<file path="src/rtl/csg_pkg.sv">
package csg_pkg;
  typedef enum logic [1:0] {
    LC_LINE  = 2'd0,
    LC_EQ    = 2'd1,
    LC_VS    = 2'd2,
    LC_QUIET = 2'd3
  } line_cls_e;

  typedef struct packed {
    logic eq_off;
    logic ser_off;
    logic fp_del;
  } mode_t;
endpackage

</file>
<file path="src/rtl/csg_timebase.sv">
module csg_timebase #(
  parameter int LINE_LEN = 64,
  parameter int LINES    = 26,
  localparam int HW = $clog2(LINE_LEN),
  localparam int LW = $clog2(LINES)
) (
  input  logic          clk,
  input  logic          rst,
  output logic [HW-1:0] hcnt,
  output logic [LW-1:0] lcnt,
  output logic [LW-1:0] lnext,
  output logic          field_end
);
  localparam logic [HW-1:0] H_LAST = HW'(LINE_LEN - 1);
  localparam logic [LW-1:0] L_LAST = LW'(LINES - 1);

  always_comb begin
    lnext     = (lcnt == L_LAST) ? '0 : lcnt + 1'b1;
    field_end = (hcnt == H_LAST) && (lcnt == L_LAST);
  end

  always_ff @(posedge clk) begin
    if (rst) begin
      hcnt <= '0;
      lcnt <= '0;
    end else if (hcnt == H_LAST) begin
      hcnt <= '0;
      lcnt <= lnext;
    end else begin
      hcnt <= hcnt + 1'b1;
    end
  end

  a_r11_pixel_range: assert property (@(posedge clk) disable iff (rst)
    hcnt <= H_LAST);
  a_r11_line_range: assert property (@(posedge clk) disable iff (rst)
    lcnt <= L_LAST);
  a_r11_field_wrap: assert property (@(posedge clk) disable iff (rst)
    field_end |=> (lcnt == '0 && hcnt == '0));
endmodule

</file>
<file path="src/rtl/csg_mode_latch.sv">
module csg_mode_latch
  import csg_pkg::*;
(
  input  logic  clk,
  input  logic  rst,
  input  logic  field_end,
  input  mode_t mode_in,
  output mode_t mode_q
);
  always_ff @(posedge clk) begin
    if (rst)            mode_q <= '0;
    else if (field_end) mode_q <= mode_in;
  end

  a_r8_mode_holds: assert property (@(posedge clk) disable iff (rst)
    !field_end |=> $stable(mode_q));
endmodule

</file>
<file path="src/rtl/csg_line_class.sv">
module csg_line_class
  import csg_pkg::*;
#(
  parameter int ACTIVE_LINES = 10,
  parameter int VFP_LINES    = 3,
  parameter int LW           = 5
) (
  input  logic [LW-1:0] line,
  input  logic          eq_off,
  input  logic          fp_del,
  output line_cls_e     cls
);
  localparam logic [LW-1:0] L_ACT = LW'(ACTIVE_LINES);
  localparam logic [LW-1:0] L_VI0 = LW'(ACTIVE_LINES + VFP_LINES);
  localparam logic [LW-1:0] L_VS0 = LW'(ACTIVE_LINES + VFP_LINES + 3);
  localparam logic [LW-1:0] L_EQ2 = LW'(ACTIVE_LINES + VFP_LINES + 6);
  localparam logic [LW-1:0] L_END = LW'(ACTIVE_LINES + VFP_LINES + 9);

  always_comb begin
    cls = LC_LINE;
    if (line >= L_ACT && line < L_VI0)
      cls = fp_del ? LC_QUIET : LC_LINE;
    else if ((line >= L_VI0 && line < L_VS0) || (line >= L_EQ2 && line < L_END))
      cls = eq_off ? LC_LINE : LC_EQ;
    else if (line >= L_VS0 && line < L_EQ2)
      cls = LC_VS;
  end
endmodule

</file>
<file path="src/rtl/csg_shaper.sv">
module csg_shaper
  import csg_pkg::*;
#(
  parameter int LINE_LEN     = 64,
  parameter int HSYNC_W      = 6,
  parameter int HFP_W        = 2,
  parameter int SER_W        = 4,
  parameter int HB_END       = 12,
  parameter int ACTIVE_LINES = 10,
  parameter int VFP_LINES    = 3,
  parameter int HW           = 6,
  parameter int LW           = 5
) (
  input  logic          clk,
  input  logic          rst,
  input  logic [HW-1:0] hcnt,
  input  logic [LW-1:0] lcnt,
  input  line_cls_e     cls_cur,
  input  line_cls_e     cls_nxt,
  input  mode_t         mode,
  output logic          csync,
  output logic          h_drive,
  output logic          v_drive,
  output logic          blank
);
  localparam int EQ_W = HSYNC_W / 2;
  localparam logic [HW-1:0] P_HS   = HW'(HSYNC_W);
  localparam logic [HW-1:0] P_EQ   = HW'(EQ_W);
  localparam logic [HW-1:0] P_HALF = HW'(LINE_LEN / 2);
  localparam logic [HW-1:0] P_HEQ  = HW'(LINE_LEN / 2 + EQ_W);
  localparam logic [HW-1:0] P_SER0 = HW'(LINE_LEN / 2 - SER_W);
  localparam logic [HW-1:0] P_SER1 = HW'(LINE_LEN - SER_W);
  localparam logic [HW-1:0] P_TAIL = HW'(LINE_LEN - HFP_W);
  localparam logic [HW-1:0] P_HBE  = HW'(HB_END);
  localparam logic [LW-1:0] L_ACT  = LW'(ACTIVE_LINES);
  localparam logic [LW-1:0] L_VI0  = LW'(ACTIVE_LINES + VFP_LINES);

  logic tail, restricted, sync_d;

  always_comb begin
    tail       = (hcnt >= P_TAIL);
    restricted = mode.eq_off & mode.ser_off & mode.fp_del;
    unique case (cls_cur)
      LC_LINE:  sync_d = (hcnt < P_HS);
      LC_EQ:    sync_d = (hcnt < P_EQ) || (hcnt >= P_HALF && hcnt < P_HEQ);
      LC_VS:    sync_d = mode.ser_off ||
                         !((hcnt >= P_SER0 && hcnt < P_HALF) || hcnt >= P_SER1);
      default:  sync_d = 1'b0;
    endcase
    if (restricted && tail)
      sync_d = (cls_nxt == LC_LINE) || (cls_nxt == LC_VS);
  end

  always_ff @(posedge clk) begin
    if (rst) begin
      csync   <= 1'b0;
      h_drive <= 1'b0;
      v_drive <= 1'b0;
      blank   <= 1'b0;
    end else begin
      csync   <= sync_d;
      h_drive <= (hcnt == P_TAIL);
      v_drive <= (lcnt == L_VI0) && (hcnt == '0);
      blank   <= (lcnt >= L_ACT) || tail || (hcnt < P_HBE);
    end
  end

  a_r9_hdrive_single: assert property (@(posedge clk) disable iff (rst)
    h_drive |=> !h_drive);
  a_r9_strobes_apart: assert property (@(posedge clk) disable iff (rst)
    !(h_drive && v_drive));
  a_r6_porch_quiet: assert property (@(posedge clk) disable iff (rst)
    (cls_cur == LC_QUIET && !tail) |=> !csync);
  a_r5_solid_vs: assert property (@(posedge clk) disable iff (rst)
    (cls_cur == LC_VS && mode.ser_off) |=> csync);
  a_r7_no_lead_in: assert property (@(posedge clk) disable iff (rst)
    (restricted && tail && cls_nxt == LC_QUIET) |=> !csync);
  a_r10_blank_on_sync: assert property (@(posedge clk) disable iff (rst)
    h_drive |-> blank);
endmodule

</file>
<file path="src/rtl/csync_gen.sv">
module csync_gen
  import csg_pkg::*;
#(
  parameter int LINE_LEN     = 64,
  parameter int HSYNC_W      = 6,
  parameter int HFP_W        = 2,
  parameter int SER_W        = 4,
  parameter int HB_END       = 12,
  parameter int ACTIVE_LINES = 10,
  parameter int VFP_LINES    = 3,
  parameter int LINES        = 26
) (
  input  logic clk,
  input  logic rst,
  input  logic eq_off,
  input  logic ser_off,
  input  logic fp_del,
  output logic csync,
  output logic h_drive,
  output logic v_drive,
  output logic blank
);
  localparam int HW = $clog2(LINE_LEN);
  localparam int LW = $clog2(LINES);

  logic [HW-1:0] hcnt;
  logic [LW-1:0] lcnt, lnext;
  logic          field_end;
  mode_t         mode_in, mode_q;
  line_cls_e     cls [2];
  logic [LW-1:0] cls_line [2];

  assign mode_in     = '{eq_off: eq_off, ser_off: ser_off, fp_del: fp_del};
  assign cls_line[0] = lcnt;
  assign cls_line[1] = lnext;

  csg_timebase #(.LINE_LEN(LINE_LEN), .LINES(LINES)) u_tb (
    .clk(clk), .rst(rst), .hcnt(hcnt), .lcnt(lcnt), .lnext(lnext),
    .field_end(field_end)
  );

  csg_mode_latch u_mode (
    .clk(clk), .rst(rst), .field_end(field_end), .mode_in(mode_in), .mode_q(mode_q)
  );

  for (genvar g = 0; g < 2; g++) begin : g_cls
    csg_line_class #(
      .ACTIVE_LINES(ACTIVE_LINES), .VFP_LINES(VFP_LINES), .LW(LW)
    ) u_cls (
      .line(cls_line[g]), .eq_off(mode_q.eq_off), .fp_del(mode_q.fp_del),
      .cls(cls[g])
    );
  end

  csg_shaper #(
    .LINE_LEN(LINE_LEN), .HSYNC_W(HSYNC_W), .HFP_W(HFP_W), .SER_W(SER_W),
    .HB_END(HB_END), .ACTIVE_LINES(ACTIVE_LINES), .VFP_LINES(VFP_LINES),
    .HW(HW), .LW(LW)
  ) u_shape (
    .clk(clk), .rst(rst), .hcnt(hcnt), .lcnt(lcnt), .cls_cur(cls[0]),
    .cls_nxt(cls[1]), .mode(mode_q), .csync(csync), .h_drive(h_drive),
    .v_drive(v_drive), .blank(blank)
  );
endmodule

</file>
<file path="config.mk">
export PLATFORM = sky130hd
export DESIGN_NAME = csync_gen
export DESIGN_NICKNAME = d
export VERILOG_FILES = /design/src/rtl/csg_pkg.sv /design/src/rtl/csg_timebase.sv /design/src/rtl/csg_mode_latch.sv /design/src/rtl/csg_line_class.sv /design/src/rtl/csg_shaper.sv /design/src/rtl/csync_gen.sv
export SDC_FILE = /design/constraint.sdc
export NUM_CORES = 1
export LEC_CHECK = 0
export ABC_AREA = 1
export CORE_MARGIN = 2
export CORE_UTILIZATION = 40
export DETAILED_ROUTE_END_ITERATION = 10
export PLACE_DENSITY = 0.56
export SLEW_MARGIN = 20
export SYNTH_ARGS = -nofsm -noshare
export SYNTH_HDL_FRONTEND = slang
export SYNTH_SLANG_ARGS = --single-unit
export TNS_END_PERCENT = 5
</file>
<file path="constraint.sdc">
create_clock -name clk -period 3.29 [get_ports clk]
set_clock_uncertainty 0.15 [all_clocks]
set_input_delay 0.4935 -clock clk [delete_from_list [all_inputs] [get_ports clk]]
set_output_delay 0.4935 -clock clk [all_outputs]
set_load 0.02 [all_outputs]
</file>
Word level (Yosys, flattened, before mapping). Cells that the tools add are included.

Register bits: 18. Output and inout bits: 4. Logic and storage cells: 82.

Add/subtract/negate cells: 2. Order comparisons: 25. Equal/unequal tests: 7. Multiplexer cells: 11. Bitwise gates (word level): 2. Reduce and logical (&&, ||, !) cells: 26.

Operators with widths (count): less-than comparator 5 bit, second input constant (6); greater-or-equal comparator 5 x 4 -> 1 bit, second input constant (4); greater-or-equal comparator 5 bit, second input constant (4); greater-or-equal comparator 6 bit, second input constant (3); two-way mux 2 bit (7); logical AND 1 bit (13); == test 6 bit, second input constant (2); less-than comparator 6 bit, second input constant (2); less-than comparator 5 x 4 -> 1 bit, second input constant (2); logical OR 1 bit (8); adder 6 x 1 -> 6 bit, second input constant (1); greater-or-equal comparator 6 x 5 -> 1 bit, second input constant (1); logical NOT 6 bit (1); less-than comparator 6 x 2 -> 1 bit, second input constant (1); less-than comparator 6 x 3 -> 1 bit, second input constant (1); less-than comparator 6 x 4 -> 1 bit, second input constant (1); adder 5 x 1 -> 5 bit, second input constant (1); == test 5 x 4 -> 1 bit, second input constant (1); == test 5 bit, second input constant (1); two-way mux 5 bit (1); == test 2 bit, second input constant (2); logical NOT 2 bit (2); one-hot mux 1 bit (3 select lines) (1); AND 1 bit (2); 4 further kinds (5).

Depth between registers and ports, before layout.
Word-level depth: 10. Depth in mapped cells: 13.

Modules after synthesis. Synthesis repeated with hierarchy kept, for this count alone.

Cell total of the unflattened synthesis: 184. Area, all modules: 1216.2 um2.

By module, submodules not included: csg_timebase (instances 1, cells an instance 75, area each 616.8 um2); csg_shaper (instances 1, cells an instance 48, area each 289.0 um2); csg_line_class (instances 2, cells an instance 21, area each 95.1 um2); csg_mode_latch (instances 1, cells an instance 19, area each 120.1 um2).

Least setup slack after synthesis. No wires, ideal clock.

Kind: reg2reg. Start: register u_tb.lcnt[1]. End: register u_shape.csync. Library setup time: 0.113 ns. Arrival: 1.322 ns. Required time: 3.027 ns. Slack: 1.705 ns. Stages on the path, launching flop included: 13. Cells stage by stage: dfxtp_1 inv_1 ha_1 nand2_1 inv_2 nand2_4 nand2_1 nand2_1 nand2_1 a21oi_1 nand3_1 nor2_1 nor2_1.

Word-level cells in the longest chain between the ends: 10. Elaborated cells on any way between the ends: 43. Those cells by class: add/sub (1); order compare (16); eq/ne (4); mux (9); reduce/logical (13).

RTL lines: from (decl) (RTL line csg_timebase.sv:10) `output logic [LW-1:0] lcnt,`; from (signal assigned) (RTL line csg_timebase.sv:28) `lcnt <= lnext;`; adder 5 x 1 -> 5 bit or == test 5 bit (tied branches) (RTL line csg_timebase.sv:18) `lnext = (lcnt == L_LAST) ? '0 : lcnt + 1'b1;`; two-way mux 5 bit (RTL line csg_timebase.sv:18); greater-or-equal comparator 5 bit, or another cell as far along (RTL line csg_line_class.sv:25) `else if (line >= L_VS0 && line < L_EQ2)`; logical AND 1 bit, on equally long branches (RTL line csg_line_class.sv:25, csg_line_class.sv:23); two-way mux 2 bit or logical OR 1 bit (tied branches) (RTL line csg_line_class.sv:25, csg_line_class.sv:23); two-way mux 2 bit (RTL line csg_line_class.sv:23) `else if ((line >= L_VI0 && line < L_VS0) || (line >= L_EQ2 && line < L_END))`; two-way mux 2 bit (RTL line csg_line_class.sv:21) `if (line >= L_ACT && line < L_VI0)`; == test 2 bit or logical NOT 2 bit (tied branches) (RTL line csg_shaper.sv:51) `sync_d = (cls_nxt == LC_LINE) || (cls_nxt == LC_VS);`; logical OR 1 bit (RTL line csg_shaper.sv:51); two-way mux 1 bit * (RTL line csg_shaper.sv:50) `if (restricted && tail)`; to (signal assigned) (RTL line csg_shaper.sv:61) `csync <= sync_d;`; to (decl) (RTL line csg_shaper.sv:21) `output logic csync,`.

Mark *: on every way between the ends. The rest lies on a longest branch, timed or not. A chain may end at the register's enable or synchronous reset.

Worst setup path after layout.
Start: register u_shape.csync. End: output csync.

RTL lines: to (decl) (RTL line csync_gen.sv:18) `output logic csync,`.

No word-level cell between the ends.

==> results.py <==
metrics = {
    "power": {
        "p_sw_share_pct": 24.2,
        "power.share.sequential_pct": 56.3,
        "power_frac_comb_pct": 7.5,
        "p_sw_mw": 0.0971,
        "power_frac_clock_pct": 36.1,
        "power_density_nw_per_um2": 323,
        "ir_drop_mv": 0.234,
        "p_int_mw": 0.304,
        "p_leak_nw": 0.605,
    },
    "die": {
        "dieArea_um2": 3180,
        "io_pins": 9,
        "core-area_um2": 2690,
        "num_rows": 19,
        "chipHeight_um": 56.4,
        "start_util_pct": 40.9,
        "die_width_um": 56.4,
    },
    "global_routing": {
        "grt_max_degree": 11,
        "grt_pass1_vias": 920,
        "grt_pass1_wl_um": 4000,
        "track_usage_pct": 16.0,
        "gr-total-overflow": 0,
        "antenna_found_initial": 0,
    },
    "placed_design": {
        "dpl.cell_count": 201,
        "gp_congestion": 0.857,
        "dp_hpwl_um": 1870,
        "place.port_buffers": 8,
    },
    "route": {
        "via_per_inst": 5.02,
        "vias": 1030,
        "dr.pass1.iters": 4,
        "wl_um": 2330,
        "ant_nets": 0,
        "drc_errors": 0,
        "wl_per_cell_um": 11.4,
        "dr.first_iter.drc_count": 39,
    },
    "timing": {
        "max_freq_ghz": 0.536,
        "tightest_slew_ns": 0.376,
        "setup_tns_ns": 0,
        "hold_viol": 0,
        "slew_violations": 0,
        "period_share_pct": 56.8,
        "max_slew_margin_pct": 74.9,
        "rsz0062_at_grt": "no",
        "min_period_ns": 1.87,
        "setup_violations": 0,
    },
    "clock_tree": {
        "clock_latency_ns": 0.31,
        "clock-sinks": 18,
        "ctsResizeCount": 0,
        "cts_made_buffers": 3,
        "clock_tree.root_cell": "clkbuf_4",
        "postCtsSetupBuffers": 0,
        "cts_hold_buf": 0,
        "cts_tree": "built",
        "path_clk_slew_ns": 0.12,
        "cts_max_path_buffers": 2,
        "htreeDepth": 1,
    },
    "worst_setup_path": {
        "crit_type": "flip-flop to output port",
        "end_kind": "output port",
        "cp_max_fo": 1,
        "crit_arrival_ns": 1.22,
        "rrSetupSlack_ns": 1.54,
        "required_ns": 2.65,
        "crit_path_start_kind": "flip-flop",
        "path_buf_inv": 1,
        "path_delay_family": "buffers and inverters",
        "cp_slowest_cell": "clkdlybuf4s50_1",
        "path_cells": "clkdlybuf4s50_1",
        "critPathMaxStageDelay_ns": 0.59,
    },
    "cells_and_area": {
        "finalNetCount": 185,
        "fill_cells": 282,
        "syn_to_final_growth_pct": 13.1,
        "final_cells": 205,
        "layout-drive-gt1-share_pct": 13.2,
        "final_util_pct": 46.3,
        "antennaDiodeCount": 0,
    },
    "logic_synthesis": {
        "syn_inst": 163,
        "yosysSeqAreaShare_pct": 32.8,
        "synth_nets": 173,
        "ys_ff_latch": 18,
        "avgSynthCellArea_um2": 6.74,
        "synth_warnings": 0,
        "syn_area_um2": 1100,
        "ys_types": 24,
    },
    "run_status": {
        "outcome": "finished clean",
    },
    "hold_path": {
        "hold_path_class": "flip-flop to flip-flop",
    },
    "flow_run": {
        "maxCapViolCount": 0,
    },
}
==> registers in the layout, indices dropped and copies added, names as in the netlist <==
signal           flops
u_shape.h_drive      1
u_tb.lcnt            5
u_tb.hcnt            6
u_mode.mode_q        3
u_shape.blank        1
u_shape.csync        1
u_shape.v_drive      1
==> cell usage in the layout (no fill, tap or decap), types with 3 or more instances in the layout <==
cell	instances
o21ai_0	5
nand4_1	3
o21ai_1	4
nor3_1	3
clkbuf_4	3
inv_1	26
nor2_1	18
o22ai_1	3
nand2_1	30
nand2_2	3
inv_2	6
nand3_1	15
a21oi_1	9
nor2_2	3
clkdlybuf4s50_1	8
dfxtp_1	18
nand3_2	3
ha_1	5
==> cells in the mapped netlist <==
cell type / n / share of area (%)
o22ai_1: 3 / 1.7
xnor2_1: 1 / 0.80
nor3b_1: 2 / 1.4
nand4_1: 3 / 1.7
nand2_2: 3 / 1.7
a21oi_1: 9 / 4.1
nand2_4: 1 / 1.0
buf_6: 1 / 1.0
inv_1: 26 / 8.9
nor2_2: 3 / 1.7
o21ai_1: 4 / 1.8
o32ai_2: 1 / 1.5
nand2_1: 30 / 10
nor2_4: 1 / 1.0
o21bai_1: 1 / 0.68
o21ai_0: 5 / 2.3
nor2_1: 18 / 6.1
ha_1: 5 / 5.7
dfxtp_1: 18 / 33
a21oi_2: 1 / 0.80
nand3_1: 15 / 6.8
nor3_1: 3 / 1.4
nand3_2: 3 / 2.7
inv_2: 6 / 2.0
==> power by group through the flow <==
stage | Sequential [mW] | Clock (mW) | Combinational [mW]
after floorplan | 0.232 | 0 | 0.0172
after CTS | 0.226 | 0.151 | 0.0307
after global routing | 0.227 | 0.158 | 0.0344
after detailed placement | 0.231 | 0 | 0.0306
after global placement | 0.231 | 0 | 0.0309
final | 0.226 | 0.145 | 0.0302
==> path summary, 6_finish.rpt <==
kind	startpoint	endpoint	cells past startpoint
setup / recovery	u_shape.csync$_SDFF_PP0_	csync	1
hold / removal	u_tb.hcnt[0]$_SDFF_PP0_	u_tb.hcnt[0]$_SDFF_PP0_	1
hold reg to reg	u_tb.hcnt[0]$_SDFF_PP0_	u_tb.hcnt[0]$_SDFF_PP0_	1
setup reg to reg	u_tb.lcnt[1]$_SDFFE_PP0P_	u_shape.csync$_SDFF_PP0_	12
==> per-layer routing <==
layer | routed length [um] | global-route usage [%] | vias to the layer above
met3 | 77 | 4.84 | 5
met1 | 1100 | 19.8 | 468
met5 | 0 | 0 | -
met2 | 1130 | 26.6 | 11
li1 | - | - | 546
met4 | 28 | 5.10 | 0
==> cell families after synthesis <==
| kind of cell | count (synthesis) | synth area share (%) |
|---|---|---|
| flops | 18 | 32.8 |
| buf+inv | 33 | 12.0 |
| compound gates | 24 | 12.9 |
| xor+xnor | 1 | 0.797 |
| simple gates | 82 | 35.9 |
| fa+ha+maj | 5 | 5.69 |
==> per-stage QoR <==
stage | instance area (um2) | total power, mW | hold WS, ns | setup WS, ns
6_report | 1240 | 0.401 | 0.308 | 1.42
5_1_grt | 1240 | 0.420 | 0.346 | 1.35
4_1_cts | 1240 | 0.408 | 0.315 | 1.40
3_5_place_dp | 1210 | 0.262 | 0.290 | 1.43
3_3_place_gp | 1210 | 0.262 | 0.285 | 1.42
2_1_floorplan | 1100 | 0.249 | 0.267 | 1.70
==> cell type report <==
class | count | area (um2) | area share, %
clock buffer | 4 | 36.3 | 2.92
inverter | 32 | 120 | 9.67
multi-input combinational | 112 | 607 | 48.8
sequential | 18 | 360 | 29.0
tap | 31 | 38.8 | 3.12
timing repair buffer | 8 | 80.1 | 6.45
Note: power is estimated with default switching activity, not from simulation.
